### src/rtl/pmx_pkg.sv
package pmx_pkg;

  typedef enum logic [1:0] {
    MODE_USER  = 2'd0,
    MODE_SUPV  = 2'd1,
    MODE_FAULT = 2'd2
  } pmx_mode_e;

  localparam int CAUSE_W = 3;

  localparam logic [CAUSE_W-1:0] CAUSE_SVC     = 3'd0;
  localparam logic [CAUSE_W-1:0] CAUSE_DFAULT  = 3'd1;
  localparam logic [CAUSE_W-1:0] CAUSE_TICK    = 3'd2;
  localparam logic [CAUSE_W-1:0] CAUSE_DEBUG   = 3'd3;
  localparam logic [CAUSE_W-1:0] CAUSE_CONSOLE = 3'd4;
  localparam logic [CAUSE_W-1:0] CAUSE_IO      = 3'd5;
  localparam logic [CAUSE_W-1:0] CAUSE_ILLEGAL = 3'd6;

  // Request slots in priority order, slot 0 highest
  localparam int NUM_SRC = 7;
  localparam int SRC_W   = $clog2(NUM_SRC);

  function automatic logic [CAUSE_W-1:0] slot_to_cause(input logic [SRC_W-1:0] slot);
    logic [CAUSE_W-1:0] c;
    case (slot)
      3'd0:    c = CAUSE_DFAULT;
      3'd1:    c = CAUSE_ILLEGAL;
      3'd2:    c = CAUSE_SVC;
      3'd3:    c = CAUSE_DEBUG;
      3'd4:    c = CAUSE_TICK;
      3'd5:    c = CAUSE_CONSOLE;
      default: c = CAUSE_IO;
    endcase
    return c;
  endfunction

endpackage

### src/rtl/pmx_pick.sv
module pmx_pick #(
  parameter int N = 7,
  localparam int IDX_W = (N > 1) ? $clog2(N) : 1
) (
  input  logic [N-1:0]     req_i,
  output logic             valid_o,
  output logic [IDX_W-1:0] idx_o
);

  // Lowest index wins
  always_comb begin
    valid_o = |req_i;
    idx_o   = '0;
    for (int i = N - 1; i >= 0; i--) begin
      if (req_i[i]) idx_o = IDX_W'(i);
    end
  end

endmodule

### src/rtl/pmx_mode_fsm.sv
module pmx_mode_fsm
  import pmx_pkg::*;
(
  input  logic      clk,
  input  logic      rst_n,
  input  logic      take_i,
  input  logic      ret_i,
  output pmx_mode_e mode_o
);

  pmx_mode_e mode_q, mode_d;
  pmx_mode_e saved_q, saved_d;
  logic      mode_en, saved_en;

  always_comb begin
    mode_d   = mode_q;
    saved_d  = saved_q;
    mode_en  = 1'b0;
    saved_en = 1'b0;
    if (take_i) begin
      mode_en = 1'b1;
      mode_d  = (mode_q == MODE_USER) ? MODE_SUPV : MODE_FAULT;
      // Re-entry into fault mode keeps the existing saved mode
      if (mode_q != MODE_FAULT) begin
        saved_en = 1'b1;
        saved_d  = mode_q;
      end
    end else if (ret_i && (mode_q != MODE_USER)) begin
      mode_en  = 1'b1;
      mode_d   = saved_q;
      saved_en = 1'b1;
      saved_d  = MODE_USER;
    end
  end

  always_ff @(posedge clk or negedge rst_n) begin
    if (!rst_n) begin
      mode_q  <= MODE_SUPV;
      saved_q <= MODE_USER;
    end else begin
      if (mode_en)  mode_q  <= mode_d;
      if (saved_en) saved_q <= saved_d;
    end
  end

  assign mode_o = mode_q;

  assert_user_entry_R3: assert property (@(posedge clk) disable iff (!rst_n)
    (mode_q == MODE_USER && take_i) |=> (mode_q == MODE_SUPV));

  assert_double_fault_R4: assert property (@(posedge clk) disable iff (!rst_n)
    (mode_q == MODE_SUPV && take_i) |=> (mode_q == MODE_FAULT));

  assert_fault_return_R5: assert property (@(posedge clk) disable iff (!rst_n)
    (mode_q == MODE_FAULT && ret_i && !take_i) |=> (mode_q == MODE_SUPV));

  assert_user_ret_ignored_R5: assert property (@(posedge clk) disable iff (!rst_n)
    (mode_q == MODE_USER && ret_i && !take_i) |=> (mode_q == MODE_USER));

  assert_fault_stays_R8: assert property (@(posedge clk) disable iff (!rst_n)
    (mode_q == MODE_FAULT && take_i) |=> (mode_q == MODE_FAULT));

endmodule

### src/rtl/pmx_ctrl.sv
module pmx_ctrl
  import pmx_pkg::*;
(
  input  logic       clk,
  input  logic       rst_n,
  input  logic       req_svc_i,
  input  logic       req_dfault_i,
  input  logic       req_tick_i,
  input  logic       req_debug_i,
  input  logic       req_console_i,
  input  logic       req_io_i,
  input  logic       priv_attempt_i,
  input  logic       exc_return_i,
  output logic [1:0] mode_o,
  output logic       priv_o,
  output logic [2:0] cause_o,
  output logic       take_o,
  output logic       illegal_o
);

  localparam int SYNC_STAGES = 2;

  // Reset: asserted asynchronously, released through a flop chain
  logic [SYNC_STAGES-1:0] rst_sync_q;
  logic                   rst_s_n;

  always_ff @(posedge clk or negedge rst_n) begin
    if (!rst_n) rst_sync_q <= '0;
    else        rst_sync_q <= {rst_sync_q[SYNC_STAGES-2:0], 1'b1};
  end
  assign rst_s_n = rst_sync_q[SYNC_STAGES-1];

  pmx_mode_e           mode;
  logic                async_ok;
  logic [NUM_SRC-1:0]  req_vec;
  logic                pick_valid;
  logic [SRC_W-1:0]    pick_idx;

  assign illegal_o = priv_attempt_i && (mode == MODE_USER);
  assign async_ok  = (mode != MODE_FAULT);

  // Slot order sets the priority, slot 0 first
  assign req_vec = {req_io_i      && async_ok,
                    req_console_i && async_ok,
                    req_tick_i,
                    req_debug_i,
                    req_svc_i,
                    illegal_o,
                    req_dfault_i};

  pmx_pick #(.N(NUM_SRC)) u_pick (
    .req_i   (req_vec),
    .valid_o (pick_valid),
    .idx_o   (pick_idx)
  );

  assign take_o  = pick_valid;
  assign cause_o = pick_valid ? slot_to_cause(pick_idx) : CAUSE_SVC;

  pmx_mode_fsm u_fsm (
    .clk    (clk),
    .rst_n  (rst_s_n),
    .take_i (pick_valid),
    .ret_i  (exc_return_i),
    .mode_o (mode)
  );

  assign mode_o = mode;
  assign priv_o = (mode != MODE_USER);

  assert_dfault_wins_R7: assert property (@(posedge clk) disable iff (!rst_s_n)
    req_dfault_i |-> (take_o && cause_o == CAUSE_DFAULT));

  assert_sync_over_async_R7: assert property (@(posedge clk) disable iff (!rst_s_n)
    (take_o && (cause_o == CAUSE_CONSOLE || cause_o == CAUSE_IO)) |->
    !(req_svc_i || req_dfault_i || req_tick_i || req_debug_i || illegal_o));

  assert_async_masked_R8: assert property (@(posedge clk) disable iff (!rst_s_n)
    (mode_o == 2'd2 && take_o) |-> (cause_o != CAUSE_CONSOLE && cause_o != CAUSE_IO));

  assert_illegal_cause_R9: assert property (@(posedge clk) disable iff (!rst_s_n)
    (illegal_o && !req_dfault_i) |-> (take_o && cause_o == CAUSE_ILLEGAL));

  assert_priv_mode_R1: assert property (@(posedge clk) disable iff (!rst_s_n)
    priv_o |-> (mode_o == 2'd1 || mode_o == 2'd2));

endmodule

### config.mk
export PLATFORM = sky130hd
export DESIGN_NAME = pmx_ctrl
export DESIGN_NICKNAME = d
export VERILOG_FILES = /design/src/rtl/pmx_pkg.sv /design/src/rtl/pmx_pick.sv /design/src/rtl/pmx_mode_fsm.sv /design/src/rtl/pmx_ctrl.sv
export SDC_FILE = /design/constraint.sdc
export NUM_CORES = 1
export LEC_CHECK = 0
export CAP_MARGIN = 15
export CORE_AREA = 8 8 45 47
export CTS_CLUSTER_SIZE = 16
export DETAILED_ROUTE_END_ITERATION = 10
export DIE_AREA = 0 0 53 55
export PLACE_DENSITY_LB_ADDON = 0.05
export SETUP_SLACK_MARGIN = 0.3
export SYNTH_ARGS = -nofsm -noshare
export SYNTH_HDL_FRONTEND = slang
export SYNTH_SLANG_ARGS = --single-unit
### constraint.sdc
create_clock -name clk -period 1.9 [get_ports clk]
set_input_delay 0.38 -clock clk [delete_from_list [all_inputs] [get_ports clk]]
set_output_delay 0.38 -clock clk [all_outputs]
set_load 0.1 [all_outputs]
==> flow_summary.yaml, run 1 <==
die:
  dieArea_mm2: 0.00292
  die_width_um: 53
  die_height_um: 55
  pin_count: 18
  num_rows: 14
  core_area_mm2: 0.00138
  start_util: 0.276
timing:
  setup_viol_count_final: 1
  holdWs_ps: 62.5
  skew_ps: 2.47
  layout_setup_ws_ps: -43.2
  rsz0062_at_grt: "true"
  fmaxAchievable_mhz: 515
  fin_crit_sh: 1.02
  timing.setup.tns_ps: -43.2
  finalCriticalPeriod_ps: 1940
  drv_slew: 0
  finalHoldViolCount: 0
synth:
  yosysSeqAreaShare: 0.397
  synthCells: 37
  synth_fa_ha_area_frac: 0
  yosysMostFrequentCell: "dfrtp_1"
  synth_compound_area_frac: 0.282
  async_flop_share: 1.00
  ys_ff_latch: 6
  muxShareOfSynthArea: 0.108
  syn_nets: 47
  synth_common_cells: "dfrtp_1 (5), inv_1 (3), mux2i_1 (3), o21ai_0 (3)"
  synth_area_leaders: "dfrtp_1 (33%), mux2i_1 (7.9%), dfstp_2 (6.9%)"
  syn_area_um2: 382
  synth_top_area_frac: 0.328
  ys.flop_type: "dfrtp_1"
  yosys.area_share.simple: 0.174
  ys_types: 24
  avgSynthCellArea_um2: 10.3
  ys_warn_count: 0
  synth_edf_count: 0
  synthXorXnorAreaFrac: 0
  synth_top_cell_by_area: "dfrtp_1"
  synth_top_family_by_area: "compound AO/OA/AOI/OAI gates"
drt:
  post-route-drc-count: 0
  wl_met3_um: 90
  highest_layer: "met3"
  num_vias: 389
  avgRoutedWirePerCell_um: 14.4
  viasPerCell: 4.69
  met1Wirelength_um: 446
  wirelength_mm: 1.20
  drt-pass1-iter-count: 3
  drt_iter0_drc: 1
  wl_met2_um: 659
  ant_nets: 0
power:
  intPower_mw: 0.445
  clkPwrFrac: 0.150
  p_leak_nw: 0.361
  p_sw_mw: 0.377
  seqPwrFrac: 0.238
  ir_drop_v: 0.000456
  pwr-share-comb: 0.613
  power.density_mw_per_mm2: 1040
  power_switching_share: 0.459
  power_mw: 0.822
placed_design:
  post-dp-hpwl_um: 978
  numPortBuffers: 17
  globalplace.congestion: 0.708
global_routing:
  overflow: 0
  grt_max_degree: 10
  grt_use_total: 0.0916
  grt_pass1_vias: 455
  grt_pass1_wl_mm: 2.01
  antenna_found_initial: 0
worst_setup_path:
  crit_family: "flip-flops"
  crit_chain: "or3b_4 > inv_4 > o31ai_4 > buf_12"
  path_max_fanout: 4
  cpPeakStageDelay_ps: 610
  reg2reg_depth: 5
  worstPathArrival_ps: 1560
  cp-end-kind: "output port"
  path_buf_inv: 2
  worstReg2RegEnd: "u_fsm.saved_q[0]$_DFFE_PN0P_"
  critPathSlowestCell: "dfstp_4"
  cp.required_ps: 1520
  startpoint_type: "flip-flop"
  ff2ff_setup_slack_ps: 430
  r2r_start: "u_fsm.mode_o[0]$_DFFE_PN1P_"
  path_class: "reg2out"
outcome:
  violations: "setup timing"
  status: "finished with violations"
hold_path:
  hp-class: "reg2async"
clock_network:
  cts_hold_buf: 0
  cts.reportedPaths.clkPinSlew_ps: 50
  clk_latency_ps: 240
  cts.sinks: 6
  h-tree-depth: 1
  cts_tree: "yes"
  cts_root_buf: "clkbuf_4"
  cts_buffer_depth: 2
  cts_buffers: 3
final_layout:
  regArea_um2: 156
  area.growth.synth_to_final_pct: 107
  antennaDiodeCount: 0
  fin_util: 0.571
  multi_input_comb_area_um2: 258
  final_nets: 78
  drive_gt1_frac: 0.463
  num-fill-cells: 130
flow_run:
  drv_cap: 0
==> logic make-up after synthesis <==
family          Yosys count
other cells               1
simple gates              9
flops                     6
buf+inv                   3
compound gates           14
mux                       4
==> worst max-delay path by stage <==
stage            endpoint                         from  slack, ps  cells past startpoint
2_1_floorplan  cause_o[0]  u_fsm.mode_o[0]$_DFFE_PN1P_       -940                      3
3_3_place_gp   cause_o[0]               priv_attempt_i       -190                      5
3_5_place_dp   cause_o[0]               priv_attempt_i       -220                      5
4_1_cts        cause_o[0]  u_fsm.mode_o[0]$_DFFE_PN1P_        -60                      4
5_1_grt        cause_o[0]  u_fsm.mode_o[0]$_DFFE_PN1P_        -90                      4
6_report       cause_o[0]  u_fsm.mode_o[0]$_DFFE_PN1P_        -40                      4
==> sequential cells by signal (all words and copies together), names as in the netlist <==
signal	cells
u_fsm.mode_o	2
rst_sync_q	2
u_fsm.saved_q	2
==> layout by cell type, fill, tap and decap left out, types with 2 or more instances in the layout <==
| master | count |
|---|---|
| mux2i_1 | 3 |
| nand2_1 | 2 |
| dlygate4sd2_1 | 4 |
| clkdlybuf4s50_1 | 4 |
| buf_4 | 9 |
| dfrtp_1 | 4 |
| clkbuf_4 | 3 |
| buf_12 | 8 |
| inv_1 | 2 |
| o21ai_0 | 2 |
| nor2_1 | 2 |
==> power by group through the flow <==
stage / logic, mW / clock network, mW / registers (mW)
6_report: 0.503 / 0.123 / 0.195
3_5_place_dp: 0.493 / 0 / 0.196
5_1_grt: 0.529 / 0.138 / 0.198
2_1_floorplan: 0.216 / 0 / 0.276
3_3_place_gp: 0.485 / 0 / 0.194
4_1_cts: 0.508 / 0.132 / 0.194
==> per-layer routing <==
layer / vias to the layer above / track usage
met4: 0 / 0.0517
li1: 194 / -
met3: 0 / 0.0214
met2: 10 / 0.184
met5: - / 0
met1: 185 / 0.0814
==> worst register-to-register path, cell delays in order, from the launching register on <==
cell and delay [ps]:
dfstp_4 610, buf_4 160, nor2b_1 90, o211ai_4 200
buf_4 160, mux2i_1 170
==> final cells by class <==
class                      instances  share of cell area
timing repair buffer              26               0.399
multi-input combinational         28               0.326
sequential                         6               0.198
clock buffer                       4              0.0333
tap                               16              0.0254
inverter                           3              0.0174
==> stage by stage <==
step                      setup WS [ps]  cell area (um^2)  std cells
after floorplan                    -944               408         37
after global placement             -191               738         78
after detailed placement           -216               738         78
after CTS                         -63.0               787         83
after global routing              -92.5               790         83
final                             -43.2               790         83
==> what timing repair did <==
item                                    in CTS  in global routing
pin swaps                                    4                  1
buffers inserted                             1                  0
endpoints found under the setup margin       8                  7
resized for setup                            9                  1
Power figures use the tool's default switching activity.
==> run 2: changes to the inputs <==
==> constraint.sdc (replaced) <==
create_clock -name clk -period 1.9 [get_ports clk]
set_input_delay 0.285 -clock clk [delete_from_list [all_inputs] [get_ports clk]]
set_output_delay 0.285 -clock clk [all_outputs]
set_load 0.1 [all_outputs]
==> flow_summary.yaml, run 2 (synthesized netlist as in run 1, its figures left out) <==
placed_design:
  post-dp-hpwl_mm: 1.02
  place_area_um2: 696
  place_inst: 74
  globalplace.congestion: 0.726
  numPortBuffers: 17
die:
  num_rows: 14
  pin_count: 18
  core_area_mm2: 0.00138
  start_util: 0.276
  die_height_um: 55
  die_width_um: 53
  dieArea_mm2: 0.00292
drt:
  ant_nets: 0
  num_vias: 395
  post-route-drc-count: 0
  drt-pass1-iter-count: 3
  drt_iter0_drc: 4
  wirelength_mm: 1.24
  viasPerCell: 4.76
  avgRoutedWirePerCell_um: 15.0
global_routing:
  grt_use_total: 0.0965
  antenna_found_initial: 0
  use_met2: 0.195
  grt_use_met1: 0.0798
  top_usage_layer: "met2"
  overflow: 0
  grt_pass1_wl_mm: 2.04
  grt_pass1_vias: 479
  grt_util_met3: 0.0241
  grt_max_degree: 10
clock_network:
  cts.sinks: 6
  cts_buffer_depth: 2
  cts_buffers: 3
  cts_root_buf: "clkbuf_4"
  h-tree-depth: 1
  clk_latency_ps: 240
  cts_tree: "yes"
  cts.reportedPaths.clkPinSlew_ps: 40
outcome:
  status: "finished clean"
final_layout:
  fin_cells: 83
  final_common_cell: "buf_4"
  design_area_um2: 785
  multi_input_comb_area_um2: 258
  antennaDiodeCount: 0
  drive_gt1_frac: 0.463
  fin_util: 0.567
  final_nets: 78
  area.growth.synth_to_final_pct: 106
  num-fill-cells: 127
  final_cell_mix: "buf_4 (9), buf_12 (7), clkdlybuf4s50_1 (6)"
  regArea_um2: 156
power:
  p_leak_nw: 0.360
  power.density_mw_per_mm2: 1040
  ir_drop_v: 0.000682
worst_setup_path:
  worstPathArrival_ps: 1600
  startpoint_type: "flip-flop"
  cp.required_ps: 1620
  path_max_fanout: 4
  cp-end-kind: "output port"
  path_class: "reg2out"
timing:
  finalCriticalPeriod_ps: 1880
  setup_viol_count_final: 0
  rsz0062_at_grt: "true"
  fin_crit_sh: 0.990
  skew_ps: 2.32
  fmaxAchievable_mhz: 532
  drv_slew: 0
  finalHoldViolCount: 0
  holdWs_ps: 62.9
hold_path:
  hp-class: "reg2async"
flow_run:
  drv_cap: 0
-- run 2: changes by cell type in the layout (fill, tap and decap cells not counted) --
cell,before,now
buf_6,0,1
dlygate4sd2_1,4,1
inv_2,0,1
buf_12,8,7
inv_4,1,0
clkdlybuf4s50_1,4,6
dlymetal6s2s_1,1,2
-- run 2: final cells by class --
| cell class | instances | share of cell area |
|---|---|---|
| timing repair buffer | 26 | 0.399 |
| clock buffer | 4 | 0.0335 |
| sequential | 6 | 0.199 |
| inverter | 3 | 0.0144 |
| tap | 16 | 0.0255 |
| multi-input combinational | 28 | 0.329 |
-- run 2: worst max-delay path: stages, from the launching register on --
cell and delay [ps]:
dfstp_4 470, or3b_4 400, buf_6 130, o21ai_4 160
buf_12 190
-- run 2: repair_timing --
action	CTS	global route
endpoints found under the setup margin	6	7
hold endpoints to repair	0	0
hold buffers	0	0
pin swaps	4	4
buffers inserted	5	0
gates resized for setup	5	3
-- run 2: path summary, 6_finish.rpt --
kind                                                  start                           end  slack [ps]  cells after the start
worst min register to register      rst_sync_q[1]$_DFF_PN0_  u_fsm.saved_q[0]$_DFFE_PN0P_          60                      0
worst max register to register  u_fsm.mode_o[0]$_DFFE_PN1P_  u_fsm.saved_q[0]$_DFFE_PN0P_         370                      5
worst min-delay path                rst_sync_q[1]$_DFF_PN0_  u_fsm.saved_q[0]$_DFFE_PN0P_          60                      0
max in group asynchronous                             rst_n       rst_sync_q[0]$_DFF_PN0_        1590                      1
min in group clk                    rst_sync_q[0]$_DFF_PN0_       rst_sync_q[1]$_DFF_PN0_         350                      0
worst max-delay path            u_fsm.mode_o[0]$_DFFE_PN1P_                    cause_o[2]          20                      4
-- run 2: routing by layer --
layer / share of wire / vias up
li1: - / 194
met1: 0.34 / 186
met2: 0.56 / 13
met3: 0.080 / 2
met4: 0.015 / 0
met5: 0 / -
-- run 2: power breakdown --
part / leakage [nW] / switching, mW / internal [mW] / total [mW]
Combinational: 0.278 / 0.306 / 0.190 / 0.495
Clock: 0.0150 / 0.0441 / 0.0794 / 0.124
Sequential: 0.0674 / 0.0256 / 0.170 / 0.196
Total: 0.360 / 0.375 / 0.439 / 0.815
-- run 2: metrics by stage --
stage | worst slack, ps | power [mW] | setup TNS (ps)
after global routing | -23.4 | 0.853 | -67.4
after floorplan | -849 | 0.492 | -1810
after CTS | -7.02 | 0.825 | -10.9
final | 18.6 | 0.815 | 0
after detailed placement | -46.5 | 0.664 | -46.5
after global placement | -1.35 | 0.652 | -1.35
